### src/rtl/msi_pkg.sv
package msi_pkg;

    typedef enum logic [1:0] {
        ST_I = 2'd0,
        ST_S = 2'd1,
        ST_M = 2'd2
    } line_st_t;

    typedef enum logic [1:0] {
        BC_NONE   = 2'd0,
        BC_RDMISS = 2'd1,
        BC_WRMISS = 2'd2,
        BC_INVAL  = 2'd3
    } bus_cmd_t;

    typedef enum logic [1:0] {
        OP_RD    = 2'd0,
        OP_WR    = 2'd1,
        OP_EVICT = 2'd2,
        OP_RSVD  = 2'd3
    } cpu_op_t;

    typedef enum logic [1:0] {
        FS_IDLE,
        FS_ARB,
        FS_XFER,
        FS_WB
    } fsm_t;

    typedef struct packed {
        logic     hit;
        logic     need_wb;
        line_st_t hit_next;
    } cpu_dec_t;

    typedef struct packed {
        logic     flush;
        line_st_t nxt;
    } snp_res_t;

    // Reaction of one line to another cache's bus command.
    function automatic snp_res_t snoop_resolve(line_st_t st, bus_cmd_t cmd);
        snp_res_t r;
        r.flush = (st == ST_M) && (cmd != BC_NONE);
        r.nxt   = st;
        case (cmd)
            BC_RDMISS:          if (st == ST_M) r.nxt = ST_S;
            BC_WRMISS, BC_INVAL: r.nxt = ST_I;
            default:            r.nxt = st;
        endcase
        return r;
    endfunction

    // Command chosen at grant time from the live line state.
    function automatic bus_cmd_t miss_cmd(cpu_op_t op, line_st_t st);
        if (op == OP_WR)
            return (st == ST_S) ? BC_INVAL : BC_WRMISS;
        return BC_RDMISS;
    endfunction

endpackage

### src/rtl/msi_cpu_decode.sv
module msi_cpu_decode
    import msi_pkg::*;
(
    input  cpu_op_t  op,
    input  line_st_t st,
    output cpu_dec_t dec
);
    always_comb begin
        dec.hit      = 1'b0;
        dec.need_wb  = 1'b0;
        dec.hit_next = st;
        case (op)
            OP_WR: begin
                dec.hit      = (st == ST_M);
                dec.hit_next = ST_M;
            end
            OP_EVICT: begin
                dec.hit      = (st != ST_M);
                dec.need_wb  = (st == ST_M);
                dec.hit_next = ST_I;
            end
            default: begin
                dec.hit      = (st != ST_I);
                dec.hit_next = st;
            end
        endcase
    end
endmodule

### src/rtl/msi_snoop_unit.sv
module msi_snoop_unit
    import msi_pkg::*;
#(
    parameter int LW  = 2,
    parameter int IDX = 0
) (
    input  logic          snp_valid,
    input  bus_cmd_t      snp_cmd,
    input  logic [LW-1:0] snp_line,
    input  line_st_t      st,
    output logic          hit,
    output logic          flush,
    output line_st_t      nxt
);
    snp_res_t res;

    always_comb begin
        res   = snoop_resolve(st, snp_cmd);
        hit   = snp_valid && (snp_line == LW'(IDX)) && (snp_cmd != BC_NONE);
        flush = hit && res.flush;
        nxt   = res.nxt;
    end
endmodule

### src/rtl/msi_line_ctrl.sv
module msi_line_ctrl
    import msi_pkg::*;
#(
    parameter int NUM_LINES = 4,
    localparam int LW = (NUM_LINES > 1) ? $clog2(NUM_LINES) : 1,
    localparam int SW = 2 * NUM_LINES
) (
    input  logic          clk,
    input  logic          rst,
    input  logic          cpu_valid,
    input  logic [1:0]    cpu_op,
    input  logic [LW-1:0] cpu_line,
    output logic          cpu_ready,
    output logic          cpu_done,
    output logic          bus_req,
    input  logic          bus_gnt,
    output logic [1:0]    bus_cmd,
    output logic [LW-1:0] bus_line,
    input  logic          fill_valid,
    input  logic          inv_ack_all,
    input  logic          snp_valid,
    input  logic [1:0]    snp_cmd,
    input  logic [LW-1:0] snp_line,
    output logic          snp_flush,
    output logic [LW-1:0] snp_flush_line,
    output logic          wb_req,
    output logic [LW-1:0] wb_line,
    input  logic          wb_ack,
    output logic [SW-1:0] line_states
);
    line_st_t           st_q [NUM_LINES];
    fsm_t               fsm_q;
    cpu_op_t            pend_op_q;
    logic [LW-1:0]      pend_line_q;
    logic               pend_inval_q;
    bus_cmd_t           cmd_q;
    logic               done_q;
    logic               flush_q;
    logic [LW-1:0]      flush_line_q;

    logic [NUM_LINES-1:0] snp_hit;
    logic [NUM_LINES-1:0] snp_fl;
    line_st_t             snp_nxt [NUM_LINES];
    cpu_dec_t             dec;
    bus_cmd_t             grant_cmd;
    logic                 xfer_end;

    // One snoop reaction unit per line.
    for (genvar g = 0; g < NUM_LINES; g++) begin : g_snoop
        msi_snoop_unit #(.LW(LW), .IDX(g)) u_snp (
            .snp_valid (snp_valid),
            .snp_cmd   (bus_cmd_t'(snp_cmd)),
            .snp_line  (snp_line),
            .st        (st_q[g]),
            .hit       (snp_hit[g]),
            .flush     (snp_fl[g]),
            .nxt       (snp_nxt[g])
        );
    end

    msi_cpu_decode u_dec (
        .op  (cpu_op_t'(cpu_op)),
        .st  (st_q[cpu_line]),
        .dec (dec)
    );

    always_comb begin
        grant_cmd = miss_cmd(pend_op_q, st_q[pend_line_q]);
        xfer_end  = pend_inval_q ? inv_ack_all : fill_valid;
    end

    always_ff @(posedge clk) begin
        if (rst) begin
            fsm_q        <= FS_IDLE;
            pend_op_q    <= OP_RD;
            pend_line_q  <= '0;
            pend_inval_q <= 1'b0;
            cmd_q        <= BC_NONE;
            done_q       <= 1'b0;
            flush_q      <= 1'b0;
            flush_line_q <= '0;
            for (int i = 0; i < NUM_LINES; i++) st_q[i] <= ST_I;
        end else begin
            done_q       <= 1'b0;
            cmd_q        <= BC_NONE;
            flush_q      <= |snp_fl;
            flush_line_q <= snp_line;
            for (int i = 0; i < NUM_LINES; i++)
                if (snp_hit[i]) st_q[i] <= snp_nxt[i];
            case (fsm_q)
                FS_IDLE: begin
                    if (cpu_valid && cpu_ready) begin
                        pend_op_q   <= cpu_op_t'(cpu_op);
                        pend_line_q <= cpu_line;
                        if (dec.hit) begin
                            st_q[cpu_line] <= dec.hit_next;
                            done_q         <= 1'b1;
                        end else if (dec.need_wb) begin
                            fsm_q <= FS_WB;
                        end else begin
                            fsm_q <= FS_ARB;
                        end
                    end
                end
                FS_ARB: begin
                    if (bus_gnt) begin
                        cmd_q        <= grant_cmd;
                        pend_inval_q <= (grant_cmd == BC_INVAL);
                        fsm_q        <= FS_XFER;
                    end
                end
                FS_XFER: begin
                    if (xfer_end) begin
                        st_q[pend_line_q] <= (pend_op_q == OP_WR) ? ST_M : ST_S;
                        done_q            <= 1'b1;
                        fsm_q             <= FS_IDLE;
                    end
                end
                FS_WB: begin
                    if (wb_ack) begin
                        st_q[pend_line_q] <= ST_I;
                        done_q            <= 1'b1;
                        fsm_q             <= FS_IDLE;
                    end
                end
                default: fsm_q <= FS_IDLE;
            endcase
        end
    end

    always_comb begin
        cpu_ready      = (fsm_q == FS_IDLE) && !snp_valid;
        cpu_done       = done_q;
        bus_req        = (fsm_q == FS_ARB) || (fsm_q == FS_XFER);
        bus_cmd        = cmd_q;
        bus_line       = pend_line_q;
        wb_req         = (fsm_q == FS_WB);
        wb_line        = pend_line_q;
        snp_flush      = flush_q;
        snp_flush_line = flush_line_q;
        for (int i = 0; i < NUM_LINES; i++) line_states[2*i +: 2] = st_q[i];
    end
endmodule

### config.mk
export PLATFORM = sky130hd
export DESIGN_NAME = msi_line_ctrl
export DESIGN_NICKNAME = d
export VERILOG_FILES = /design/src/rtl/msi_pkg.sv /design/src/rtl/msi_cpu_decode.sv /design/src/rtl/msi_snoop_unit.sv /design/src/rtl/msi_line_ctrl.sv
export SDC_FILE = /design/constraint.sdc
export NUM_CORES = 1
export LEC_CHECK = 0
export CAP_MARGIN = 20
export CORE_MARGIN = 2
export CORE_UTILIZATION = 36
export CTS_BUF_LIST = sky130_fd_sc_hd__clkbuf_16
export DETAILED_ROUTE_END_ITERATION = 8
export SYNTH_ARGS = -nofsm -noshare
export SYNTH_HDL_FRONTEND = slang
export SYNTH_SLANG_ARGS = --single-unit
### constraint.sdc
create_clock -name clk -period 1.83 [get_ports clk]
set_input_delay 0.366 -clock clk [delete_from_list [all_inputs] [get_ports clk]]
set_output_delay 0.366 -clock clk [all_outputs]
set_load 0.01 [all_outputs]
==> metrics.yaml, run 1 <==
run_status:
  status: "finished, violations left"
  violations: "setup timing"
cts:
  cts_root_buf: "clkbuf_16"
  clock_path_buffers: 2
  clock_sinks: 23
  htreeDepth: 1
  cts-buffers-inserted: 3
  cts_tree: "done"
  clock_latency_ns: 0.26
  clk_pin_slew_worst_paths_ns: 0.06
yosys:
  synth-seq-cells: 23
  ys_async_sr_fraction_pct: 0
  synth_area_per_cell_um2: 9.19
  seq_area_frac_synth_pct: 35.9
  synth_commonest_cells: "nor2_1 (23), dfxtp_1 (15), nand2b_1 (14)"
  synth_cell_types: 42
  yosys.area.top_type_share_pct: 19.9
  synth-edff-count: 8
  yosysTopAreaCell: "dfxtp_1"
  yosys_warnings: 0
  syn_nets: 187
  synth_area_leaders: "dfxtp_1 (20%), edfxtp_1 (16%), ha_1 (5.8%)"
  synth_ff_type: "dfxtp_1"
  syn_inst: 164
  yosys.cell_count.top_type: "nor2_1"
  synth_area_um2: 1510
timing:
  worst_pin_slew_ns: 0.349
  final-setup-viol-count: 14
  finClkSkew_ns: 0.00477
  rsz0062_at_grt: "yes"
  hold_violations: 0
  setup_ws_ns: -0.109
  drv_slew: 0
  maxSlewHeadroom_pct: 76.1
  fin_crit_ns: 1.94
  finalCritPeriodShare_pct: 106
  fmax_mhz: 516
pwr:
  share_seq_of_total_power_pct: 35.8
  p_clk_share_pct: 29.4
  combPwrFrac_pct: 34.8
  irDropWorstVdd_mv: 0.445
  total_leakage_power_nw: 1.05
  sw_frac_of_total_pct: 29.3
  power.switching_w: 0.000488
  p_int_w: 0.00118
  power_density_nw_per_um2: 661
  power.total_w: 0.00167
placed_design:
  hpwl_um: 3430
  placed_cell_area_um2: 2280
  gp_congestion: 0.844
  io_buffer_count: 36
die:
  dieHeight_um: 68.7
  num_io_pins: 37
  fp-row-count: 23
  core_area_um2: 4030
  dieArea_um2: 4720
  die_w_um: 68.7
  start_util_pct: 37.4
routing:
  via_count: 1554
  via_per_inst: 5.16
  routedWlPerCell_um: 14.9
  remaining_drc_errors: 0
  routed_wl_um: 4490
  dr.pass1.iters: 4
  dr.first_iter.drc_count: 68
  ant_nets: 0
critical_path:
  critical_path.max_stage_delay_ns: 0.51
  r2r-end: "fsm_q[1]"
  critPathSlowestCell: "mux4_2"
  timing.rr.start: "st_q[0][1]"
  crit_path_start_kind: "register"
  path_depth: 5
  crit_chain: "nor2b_1, mux4_2, mux2i_4, a211o_1, a32o_1"
  r2r_cells: 5
  crit_family: "multiplexers"
  crit_path_end: "fsm_q[1]"
  cp.arrival_ns: 2.09
  worstPathRequired_ns: 1.99
  reg2reg_slack_ns: -0.11
  cp-end-kind: "register"
  critPathBufInv: 0
  cp-startpoint: "st_q[0][1]"
  critPathMaxFanout: 4
  critPathKind: "reg2reg"
hold_path:
  hold_class: "reg2reg"
  min_from: "pend_op_q[0]"
final_layout:
  nNetsFinal: 275
  area_growth_pct: 67.2
  diodes: 0
  drive_gt1_share_pct: 37.1
  final_util_pct: 62.6
  design_area_um2: 2520
global_route:
  grt_start_max_net_pins: 15
  antenna_found_initial: 0
  grt_usage_pct: 20.2
  grt-ovfl-total: 0
  grt_pass1_vias: 1534
  grt_pass1_wl_um: 7000
run:
  max-cap-violations: 0
## routing by layer
layer  up-vias  wire length [um]  GRT usage [%]  part of all wire (%)
met1       750              1940           24.2                    43
li1        772                 -              -                     -
met4         0                63           5.39                   1.4
met5         -                 0              0                     0
met3         7               139           3.90                   3.1
met2        25              2350           36.9                    52
## how the worst min path moves through the flow
stage	endpoint	slack, ns	depth (start not counted)
floorplan	pend_op_q[1]	0.47	2
global placement	pend_op_q[1]	0.49	2
detailed placement	pend_op_q[0]	0.51	2
CTS	pend_op_q[0]	0.53	2
global route	pend_op_q[0]	0.55	2
finish	pend_op_q[0]	0.53	2
## power by group through the flow
stage          Sequential, W  Combinational [W]  Clock, W
6_report            0.000596           0.000580  0.000489
5_1_grt             0.000601           0.000631  0.000517
4_1_cts             0.000593           0.000568  0.000498
3_5_place_dp        0.000602           0.000546         0
3_3_place_gp        0.000601           0.000540         0
2_1_floorplan       0.000611           0.000248         0
## what timing repair did
action	in CTS	in global routing
hold buffers	0	0
endpoints found under the setup margin	22	21
pin swaps	8	3
resized for setup	32	14
setup buffers	2	2
## state kept, by name (all words and copies together), names as in the netlist, named ones only
| name | count |
|---|---|
| st_q | 8 |
| bus_cmd | 2 |
| bus_line | 2 |
| fsm_q | 2 |
| pend_op_q | 2 |
| snp_flush_line | 2 |
| cpu_done | 1 |
| pend_inval_q | 1 |
| snp_flush | 1 |
## tightest hold or removal path, stage by stage, from the launching register on
cell	delay, ns
dfxtp_1	0.35
a21oi_1	0.08
nor2_1	0.07
## logic make-up (layout without fill, tap and decap cells)
family / after synthesis / in the layout / synth area share (%)
flip-flops: 23 / 23 / 35.9
AND/OR/NAND/NOR: 67 / 67 / 23.3
adder cells (fa/ha/maj): 7 / 7 / 5.81
AO/OA/AOI/OAI: 39 / 39 / 17.3
buffers and inverters: 15 / 102 / 4.40
multiplexers: 13 / 13 / 13.3
## cell usage in the layout, fill, tap and decap left out, drive strengths merged, types with 6 or more instances in the layout
| cell | n |
|---|---|
| dfxtp | 15 |
| edfxtp | 8 |
| ha | 7 |
| a21oi | 10 |
| inv | 8 |
| dlygate4sd2 | 6 |
| a31oi | 6 |
| nand2b | 14 |
| nor2b | 9 |
| buf | 56 |
| nand2 | 6 |
| clkdlybuf4s50 | 27 |
| nor2 | 23 |
| mux2i | 9 |
| o21ai | 7 |
## area by class of cell
type	count	area, um^2
repair buffers	90	757
clock buffers	3	75.1
multi-input cells	126	1050
flip-flops and latches	23	542
fillers	351	1510
inverters	8	30.0
clock inverters	1	7.51
well taps	50	62.6
## metrics by stage
| stage | cells | hold slack, ns | setup TNS [ns] | setup WS [ns] |
|---|---|---|---|---|
| floorplan | 164 | 0.468 | -1.09 | -0.124 |
| global placement | 293 | 0.489 | -9.72 | -0.531 |
| detailed placement | 293 | 0.512 | -10.07 | -0.564 |
| CTS | 299 | 0.530 | -0.644 | -0.0998 |
| global route | 301 | 0.555 | -1.72 | -0.151 |
| finish | 301 | 0.533 | -0.700 | -0.109 |
Note: power is estimated with default switching activity, not from simulation.
==> run 2, diff against run 1 <==
--- a/config.mk
+++ b/config.mk
@@ -6,10 +6,12 @@
 export NUM_CORES = 1
 export LEC_CHECK = 0
 export CAP_MARGIN = 20
+export CORE_ASPECT_RATIO = 2
 export CORE_MARGIN = 2
 export CORE_UTILIZATION = 36
 export CTS_BUF_LIST = sky130_fd_sc_hd__clkbuf_16
 export DETAILED_ROUTE_END_ITERATION = 8
+export HOLD_SLACK_MARGIN = 0.06
 export SYNTH_ARGS = -nofsm -noshare
 export SYNTH_HDL_FRONTEND = slang
 export SYNTH_SLANG_ARGS = --single-unit
==> constraint.sdc (replaced) <==
create_clock -name clk -period 1.83 [get_ports clk]
set_input_delay 0.366 -clock clk [delete_from_list [all_inputs] [get_ports clk]]
set_output_delay 0.366 -clock clk [all_outputs]
set_load 0.05 [all_outputs]
==> run 2 against run 1 <==
Net effect: the run still ends with setup timing left; first-iteration DRC count down 44%; clock skew decreased by 0.0040 ns; combinational power up 31%; core utilization is 1.2 points higher; wire length rose by 9.1%; critical path depth unchanged; register-to-register slack got worse by 0.05 ns; global-route usage increased by 0.71 points; final cell count rose by 1.3%; clock-buffer cell count is the same.
==> metrics.yaml, run 2 (synthesized netlist as in run 1, its figures left out) <==
timing:
  tns_ns: -1.73
  drv_slew: 0
  hold_violations: 0
  fin_crit_ns: 1.99
  rsz0062_at_grt: "yes"
  setup_ws_ns: -0.160
  maxSlewHeadroom_pct: 66.4
  finalCritPeriodShare_pct: 109
  final-setup-viol-count: 15
  whs_ns: 0.513
  worst_pin_slew_ns: 0.502
  finClkSkew_ns: 0.000786
  fmax_mhz: 502
critical_path:
  critPathMaxFanout: 4
  r2r_cells: 5
  timing.rr.start: "st_q[3][1]"
  worstPathRequired_ns: 1.98
  crit_path_start_kind: "register"
  reg2reg_slack_ns: -0.16
  cp.arrival_ns: 2.14
  critPathKind: "reg2reg"
  r2r-end: "fsm_q[1]"
  crit_path_end: "fsm_q[1]"
  cp-end-kind: "register"
  cp-startpoint: "st_q[3][1]"
final_layout:
  final_util_pct: 63.8
  final_common_cell: "buf_4"
  final_cell_mix: "buf_4 (70), nor2_1 (17), nand2b_1 (13), dfxtp_1 (13), clkdlybuf4s50_1 (12)"
  design_area_um2: 2580
  largest-register: "st_q"
  drive_gt1_share_pct: 46.2
  fillers: 359
  nNetsFinal: 277
  largest_reg_flops: 8
  area_growth_pct: 71.1
  diodes: 0
cts:
  clock_latency_ns: 0.26
  cts_tree: "done"
  cts-buffers-inserted: 3
  cts_root_buf: "clkbuf_16"
  clock_sinks: 23
  clock_path_buffers: 2
  htreeDepth: 1
  clk_pin_slew_worst_paths_ns: 0.06
routing:
  ant_nets: 0
  routed_wl_um: 4900
  dr.pass1.iters: 4
  dr.first_iter.drc_count: 38
  routedWlPerCell_um: 16.1
  via_per_inst: 5.39
  via_count: 1643
  remaining_drc_errors: 0
die:
  dieHeight_um: 95.5
  dieArea_um2: 4750
  die_w_um: 49.8
  fp-row-count: 33
  core_area_um2: 4050
  start_util_pct: 37.3
  num_io_pins: 37
run_status:
  violations: "setup timing"
  status: "finished, violations left"
placed_design:
  hpwl_um: 3590
  io_buffer_count: 36
  placed_cell_area_um2: 2270
  gp_congestion: 1.01
hold_path:
  hold_class: "reg2reg"
global_route:
  grt_pass1_vias: 1593
  grt-ovfl-total: 0
  antenna_found_initial: 0
  grt_usage_pct: 20.9
  grt_start_max_net_pins: 14
  grt_pass1_wl_um: 7490
pwr:
  irDropWorstVdd_mv: 0.580
  total_leakage_power_nw: 1.08
  power_density_nw_per_um2: 713
run:
  max-cap-violations: 0
[run 2: power by group]
part | leakage [nW] | internal, W | total, W | switching, W
Clock | 0.0409 | 0.000294 | 0.000483 | 0.000188
Sequential | 0.207 | 0.000566 | 0.000597 | 0.0000306
Combinational | 0.837 | 0.000359 | 0.000759 | 0.000400
[run 2: critical path, cell delays in order, from the launching register on]
cell,delay (ns)
edfxtp_1,0.42
nor2b_4,0.15
mux4_2,0.54
mux2i_4,0.24
a211o_1,0.30
a32o_1,0.22
[run 2: worst min-delay path by stage]
| stage | start | end | slack [ns] | depth (start not counted) |
|---|---|---|---|---|
| global placement | fsm_q[0] | fsm_q[0] | 0.49 | 2 |
| detailed placement | fsm_q[0] | fsm_q[0] | 0.49 | 2 |
| floorplan | pend_op_q[1] | pend_op_q[1] | 0.47 | 2 |
| global route | pend_op_q[1] | pend_op_q[1] | 0.57 | 2 |
| finish | pend_op_q[1] | pend_op_q[1] | 0.51 | 2 |
| CTS | fsm_q[0] | fsm_q[0] | 0.49 | 2 |
[run 2: final cells by class]
class / instances / area [um^2] / area share [%]
Inverter: 8 / 30.0 / 1.16
Sequential cell: 23 / 543 / 21.0
Multi-Input combinational cell: 126 / 1090 / 42.2
Clock buffer: 3 / 75.1 / 2.91
Clock inverter: 1 / 5.00 / 0.194
Timing Repair Buffer: 92 / 773 / 30.0
Tap cell: 52 / 65.1 / 2.52
[run 2: timing repair]
action | CTS | global route
endpoints found under the setup margin | 20 | 20
hold buffers | 0 | 0
pin swaps | 7 | 6
setup buffers | 6 | 3
gates cloned | 0 | 0
resized for setup | 28 | 16
endpoints found under the hold margin | 0 | 0
[run 2: metrics by stage]
step           power, W  instances  setup WS [ns]
6_report        0.00184        305         -0.160
5_1_grt         0.00191        305         -0.190
4_1_cts         0.00181        302         -0.116
3_5_place_dp    0.00129        292         -0.643
3_3_place_gp    0.00128        292         -0.600
2_1_floorplan  0.000980        164         -0.366
[run 2: per-layer routing]
metal	vias up	share of wire (%)	global-route usage [%]
li1	778	-	-
met2	51	57	41.0
met1	799	35	21.6
met5	-	0	0
met4	0	3.1	8.56
met3	15	4.0	2.82
